==> config.mk <==
export PLATFORM = sky130hd
export DESIGN_NAME = lease_ctrl
export DESIGN_NICKNAME = d
export VERILOG_FILES = /design/src/rtl/lease_pkg.sv /design/src/rtl/lease_sel_regs.sv /design/src/rtl/lease_group.sv /design/src/rtl/lease_ctrl.sv
export SDC_FILE = /design/constraint.sdc
export NUM_CORES = 1
export LEC_CHECK = 0
export CAP_MARGIN = 20
export CORE_MARGIN = 5
export CORE_UTILIZATION = 60
export DETAILED_ROUTE_END_ITERATION = 16
export DONT_BUFFER_PORTS = 1
export GPL_TIMING_DRIVEN = 0
export MAX_ROUTING_LAYER = met4
export PLACE_DENSITY_LB_ADDON = 0.3
export SYNTH_ARGS = -nofsm -noshare
export SYNTH_HDL_FRONTEND = slang
export SYNTH_SLANG_ARGS = --single-unit
==> constraint.sdc <==
create_clock -name clk -period 2.3 [get_ports clk]
set_clock_uncertainty 0.05 [all_clocks]
set_input_delay 0.23 -clock clk [delete_from_list [all_inputs] [get_ports clk]]
set_output_delay 0.23 -clock clk [all_outputs]
set_load 0.02 [all_outputs]
==> src/rtl/lease_pkg.sv <==
// Shared types for the lease controller.
// Assumes: state codes are observed at the top port and must not change.
package lease_pkg;
    typedef enum logic [2:0] {
        LS_HUB = 3'd0,
        LS_U_A = 3'd1,
        LS_U_B = 3'd2,
        LS_T_A = 3'd3,
        LS_T_B = 3'd4
    } lease_state_e;
endpackage

==> src/rtl/lease_sel_regs.sv <==
// Two externally writable selector registers, index 0 = untrusted (U), 1 = trusted (T).
// Assumes: synchronous active-low reset clears both.
module lease_sel_regs #(
    parameter int DW = 4
) (
    input  logic          clk,
    input  logic          rst_n,
    input  logic [1:0]    we,
    input  logic [DW-1:0] wdata [2],
    output logic [DW-1:0] q     [2]
);
    for (genvar g = 0; g < 2; g++) begin : g_reg
        // Capture write data on enable; clear on reset.
        always_ff @(posedge clk) begin
            if (!rst_n)        q[g] <= '0;
            else if (we[g])    q[g] <= wdata[g];
        end
    end
endmodule

==> src/rtl/lease_group.sv <==
// Shared countdown-and-return logic used by every worker state of both domains.
// Assumes: bind_untr was fixed at dispatch and selects which selector bit steers.
module lease_group #(
    parameter int TW = 8
) (
    input  logic [TW-1:0] timer_q,
    input  logic          bind_untr,
    input  logic          sel_u_bit,
    input  logic          sel_t_bit,
    output logic          expired,
    output logic [TW-1:0] timer_nxt,
    output logic          hop
);
    // Decrement, detect expiry and mux the bound selector bit.
    always_comb begin
        expired   = (timer_q == '0);
        timer_nxt = expired ? '0 : timer_q - 1'b1;
        hop       = bind_untr ? sel_u_bit : sel_t_bit;
    end
endmodule

==> src/rtl/lease_ctrl.sv <==
// Execution lease controller: the hub loads a countdown and alternately dispatches
// to an untrusted or trusted pair of worker states; shared group logic counts down,
// steers hops from the bound selector and forces return to the hub at expiry.
// Assumes: lease_len is sampled only in the hub state; 0 is treated as 1.
module lease_ctrl #(
    parameter int TW = 8,
    parameter int DW = 4
) (
    input  logic          clk,
    input  logic          rst_n,
    input  logic [TW-1:0] lease_len,
    input  logic          sel_u_we,
    input  logic [DW-1:0] sel_u_wdata,
    input  logic          sel_t_we,
    input  logic [DW-1:0] sel_t_wdata,
    output logic [2:0]    state_o,
    output logic          domain_o,
    output logic [TW-1:0] timer_o
);
    import lease_pkg::*;

    lease_state_e  state_q, state_d;
    logic [TW-1:0] timer_q, timer_d;
    logic          mode_q, mode_d;
    logic          bind_q, bind_d;
    logic [TW-1:0] load_val;
    logic          expired, hop;
    logic [TW-1:0] timer_dec;
    logic [DW-1:0] sel_wd [2];
    logic [DW-1:0] sel_q  [2];

    assign sel_wd[0] = sel_u_wdata;
    assign sel_wd[1] = sel_t_wdata;

    lease_sel_regs #(.DW(DW)) u_sel (
        .clk(clk), .rst_n(rst_n),
        .we({sel_t_we, sel_u_we}),
        .wdata(sel_wd),
        .q(sel_q)
    );

    lease_group #(.TW(TW)) u_grp (
        .timer_q(timer_q), .bind_untr(bind_q),
        .sel_u_bit(sel_q[0][0]), .sel_t_bit(sel_q[1][0]),
        .expired(expired), .timer_nxt(timer_dec), .hop(hop)
    );

    // Lease length to load, with zero clamped to a single cycle.
    assign load_val = (lease_len == '0) ? '0 : lease_len - 1'b1;

    // Next-state, countdown and domain binding.
    always_comb begin
        state_d = state_q;
        timer_d = timer_q;
        mode_d  = mode_q;
        bind_d  = bind_q;
        if (state_q == LS_HUB) begin
            timer_d = load_val;
            mode_d  = ~mode_q;
            bind_d  = ~mode_q;
            state_d = mode_q ? LS_T_A : LS_U_A;
        end else begin
            timer_d = timer_dec;
            if (expired) state_d = LS_HUB;
            else if (hop) begin
                case (state_q)
                    LS_U_A:  state_d = LS_U_B;
                    LS_U_B:  state_d = LS_U_A;
                    LS_T_A:  state_d = LS_T_B;
                    default: state_d = LS_T_A;
                endcase
            end
        end
    end

    // State registers with synchronous active-low reset.
    always_ff @(posedge clk) begin
        if (!rst_n) begin
            state_q <= LS_HUB;
            timer_q <= '0;
            mode_q  <= 1'b0;
            bind_q  <= 1'b0;
        end else begin
            state_q <= state_d;
            timer_q <= timer_d;
            mode_q  <= mode_d;
            bind_q  <= bind_d;
        end
    end

    assign state_o  = state_q;
    assign timer_o  = timer_q;
    assign domain_o = (state_q == LS_U_A) || (state_q == LS_U_B);

    // Hub always lands on the first state of the pair chosen by mode.
    assert_hub_dispatch_R3: assert property (@(posedge clk) disable iff (!rst_n)
        (state_q == LS_HUB) |=> (state_q == ($past(mode_q) ? LS_T_A : LS_U_A)));

    // Expiry in any worker state returns to the hub.
    assert_expiry_return_R5: assert property (@(posedge clk) disable iff (!rst_n)
        (state_q != LS_HUB && timer_q == '0) |=> (state_q == LS_HUB && timer_q == '0));

    // Live lease decrements by one.
    assert_countdown_R5: assert property (@(posedge clk) disable iff (!rst_n)
        (state_q != LS_HUB && timer_q != '0) |=> (timer_q == $past(timer_q) - 1'b1));

    // Untrusted domain only starts from a hub dispatch.
    assert_domain_entry_R8: assert property (@(posedge clk) disable iff (!rst_n)
        $rose(domain_o) |-> ($past(state_q) == LS_HUB));

    // Worker states never cross into the other pair.
    assert_pair_closed_R6: assert property (@(posedge clk) disable iff (!rst_n)
        (state_q == LS_U_A || state_q == LS_U_B) |=>
        (state_q == LS_HUB || state_q == LS_U_A || state_q == LS_U_B));
endmodule

==> results.toml <==
[placement]
io_buffers = 0
detailed_place.area_um2 = 885.9
numPlacedInstances = 113
detailedPlacementHpwl_um = 1370
gp_congestion = 0.8389

[finish]
share_of_layout_cells_above_drive_strength_1_pct = 15.53
insertedDiodeCount = 0
final_cell_count_no_fill = 118
area_delta_synth_final_pct = 7.504
fin_nets = 127
filler_cell_count = 113
finalInstanceArea_um2 = 932.1

[worst_setup_path]
data_required_time_of_the_critical_path_ns = 2.43
cp-start-kind = "register"
timing.critical_path.fanout_max = 6
timing.critical_path.cells = "or4_4 > o31ai_4 > nor2_2 > o31a_1"
cp-end-kind = "register"
critPathSlowestCell = "or4_4"
critical_path_arrival_ns = 1.94
worstReg2RegStart = "timer_o[6]$_SDFF_PN0_"
path_class = "register to register"
crit_path_max_incr_delay_ns = 0.60
worst_setup_path_startpoint = "timer_o[6]$_SDFF_PN0_"

[min_path]
worstHoldPathType = "primary input to register"
hold_path.startpoint = "rst_n"

[die]
floorplan.initialDensity_pct = 65.01
fp.dieH_um = 48.02
die_area_um2 = 2305
std_cell_rows = 13
design.core.area_um2 = 1334
io_pins = 32
die_w_um = 48.02

[sta]
fmax_mhz = 553.3
final_min_period_over_clock_period_pct = 78.58
hold_slack_ns = 0.04894
final-max-slew-violation-count = 0
rsz0062_at_grt = "false"
setup_viol_count_final = 0
report.final.hold_viol_count = 0
timing.max_slew.rel_slack_pct = 46.94
layout_min_cycle_time_ns = 1.807
fin_setup_tns_ns = 0
worstMarginPinSlew_ns = 0.7899

[clocking]
clk_path_buf_depth = 2
ctsResizeCount = 0
worstSkewPairLatency_ns = 0.28
clock_sinks = 14
post_cts_buffers = 0
ctsHtreeMaxLevel = 1
tritoncts_clock_tree = "yes"
clock_root_cell = "clkbuf_4"
clk_transition_reported_paths_ns = 0.09
numCtsBuffers = 3
cts_hold_buf = 0

[logic_synthesis]
synthesis.area_per_instance_um2 = 8.848
synth_area_leader_cell = "dfxtp_1"
ys.warnings.count = 0
syn_area_um2 = 867.1
seq_area_frac_synth_pct = 32.32
synth_fp_nets = 121
area_fraction_of_the_dominant_cell_type_after_synthesis_pct = 32.32
synth_seq_cells = 14
synth_area_leaders = "dfxtp_1 (32%), mux2i_1 (9.2%), nor2_1 (6.5%), xnor2_1 (6.1%), ha_1 (4.3%)"
netlist_instances = 98
synth_cell_type_count = 37

[global_route]
use_met3_pct = 8.647
grt_first_pass_wirelength_um = 2870
first_global_vias = 658
grt_use_met1_pct = 21.75
grtUsageMet2_pct = 29.29
number_of_antenna_violations_at_the_first_check_in_global_routing = 0
busiest_layer = "met2"
overflow = 0
grt_start_max_net_pins = 9
gr-usage-all-layers_pct = 18.79

[pwr]
pwr_density_cell_nw_per_um2 = 1563
internal_power_w = 0.0007912
combinational_cell_fraction_of_total_power_pct = 49.3
seq_power_share_pct = 38.6
vdd_ir_drop_max_uv = 939.9
power_switching_share_pct = 45.69
static-leakage-power_nw = 0.3784
pwr-share-clk_pct = 12.1
p_sw_w = 0.0006658

[routing]
postRouteWirelength_um = 1799
routed_wire_length_per_instance_um = 15.25
drtIter0Drc = 8
antenna_left = 0
viasPerCell = 6.110
drtPass1Iterations = 4
drc = 0
vias = 721

[job]
maxCapViolations = 0

[outcome]
outcome = "complete, no violations"
[sequential cells by signal (all words and copies together), names as in the netlist]
register  cells
state_o       3
timer_o       8
bind_q        1
u_sel.q       2
[cell families after synthesis]
| kind of cell | Yosys count | synth area share, % |
|---|---|---|
| xor gates and xnor gates | 7 | 7.071 |
| and+or+nand+nor | 44 | 28.43 |
| AOI/OAI and AO/OA | 17 | 16.45 |
| adders and majority gates | 3 | 4.329 |
| DFF | 14 | 32.32 |
| muxes | 8 | 9.236 |
| buffers and inverters | 5 | 2.165 |
[final timing paths]
path                                                end  slack, ns  depth (start not counted)
worst min-delay path              timer_o[7]$_SDFF_PN0_       0.05                          2
worst max-delay path              timer_o[3]$_SDFF_PN0_       0.49                          4
worst min register to register  u_sel.q[0]$_SDFFE_PN0P_       0.46                          2
worst max register to register    timer_o[3]$_SDFF_PN0_       0.49                          4
[cells in the mapped netlist]
library cell and instances:
nor4_1 1, or3_4 1, o311a_1 1, o21ai_0 1
o31ai_4 1, and2b_2 1, or4_1 1, a21oi_1 1
o22a_2 2, nor3b_1 1, nor2b_1 1, nor2_1 15
nor4b_2 1, dfxtp_1 14, a21o_2 1, nor3_1 3
or3b_2 1, or3_2 1, o22a_1 1, o31ai_1 3
nand3_1 3, a21o_1 1, nand2_1 6, nand2b_1 3
mux2i_1 8, a31oi_1 1, o31a_1 1, ha_1 3
o22ai_1 3, and4_1 1, inv_1 5, xor2_1 1
nor2_2 1, or4_4 1, or2_2 1, xnor2_1 6
nand3b_1 1
[metal layers]
metal	share of wire [%]	wire, um
met1	43	770
met2	48	858
met3	8.9	160
met4	0.56	10
met5	0	0
[cells in the final DEF (no fill, tap or decap), types with 2 or more instances in the layout]
cell,instances
nand3_1,3
o31ai_1,3
inv_1,5
ha_1,3
nand2_1,6
clkbuf_4,3
o22ai_1,3
xnor2_1,6
dfxtp_1,14
nand2b_1,3
nor3_1,3
nor2_1,15
mux2i_1,8
o22a_2,2
[metrics by stage]
| step | total power (W) | utilization [%] | worst slack, ns |
|---|---|---|---|
| after floorplan | 0.001165 | - | 0.5869 |
| after global placement | 0.001271 | 66.42 | 0.4947 |
| after detailed placement | 0.001280 | 66.42 | 0.4984 |
| after CTS | 0.001465 | 69.14 | 0.4860 |
| after global routing | 0.001582 | 69.89 | 0.4030 |
| final | 0.001457 | 69.89 | 0.4927 |
[power groups by stage]
| stage | sequential, W | clock, W | combinational, W |
|---|---|---|---|
| floorplan | 0.000542 | 0 | 0.000623 |
| global placement | 0.000567 | 0 | 0.000704 |
| detailed placement | 0.000571 | 0 | 0.000708 |
| CTS | 0.000565 | 0.000180 | 0.000720 |
| global route | 0.000588 | 0.000197 | 0.000797 |
| finish | 0.000562 | 0.000176 | 0.000718 |
[critical path: cells and delay by family, from the launching register on]
| kind | cells | cell delay, ns |
|---|---|---|
| compound gates | 2 | 0.59 |
| flops | 1 | 0.40 |
| simple gates | 2 | 0.67 |
[cell type report]
| type | count | area, um^2 | area share (%) |
|---|---|---|---|
| multi-input cells | 79 | 568.0 | 60.94 |
| flip-flops and latches | 14 | 280.3 | 30.07 |
| clock buffers | 4 | 36.28 | 3.893 |
| inverters | 5 | 18.77 | 2.013 |
| well taps | 15 | 18.77 | 2.013 |
| repair buffers | 1 | 10.01 | 1.074 |
(Power assumes the default switching activity.)
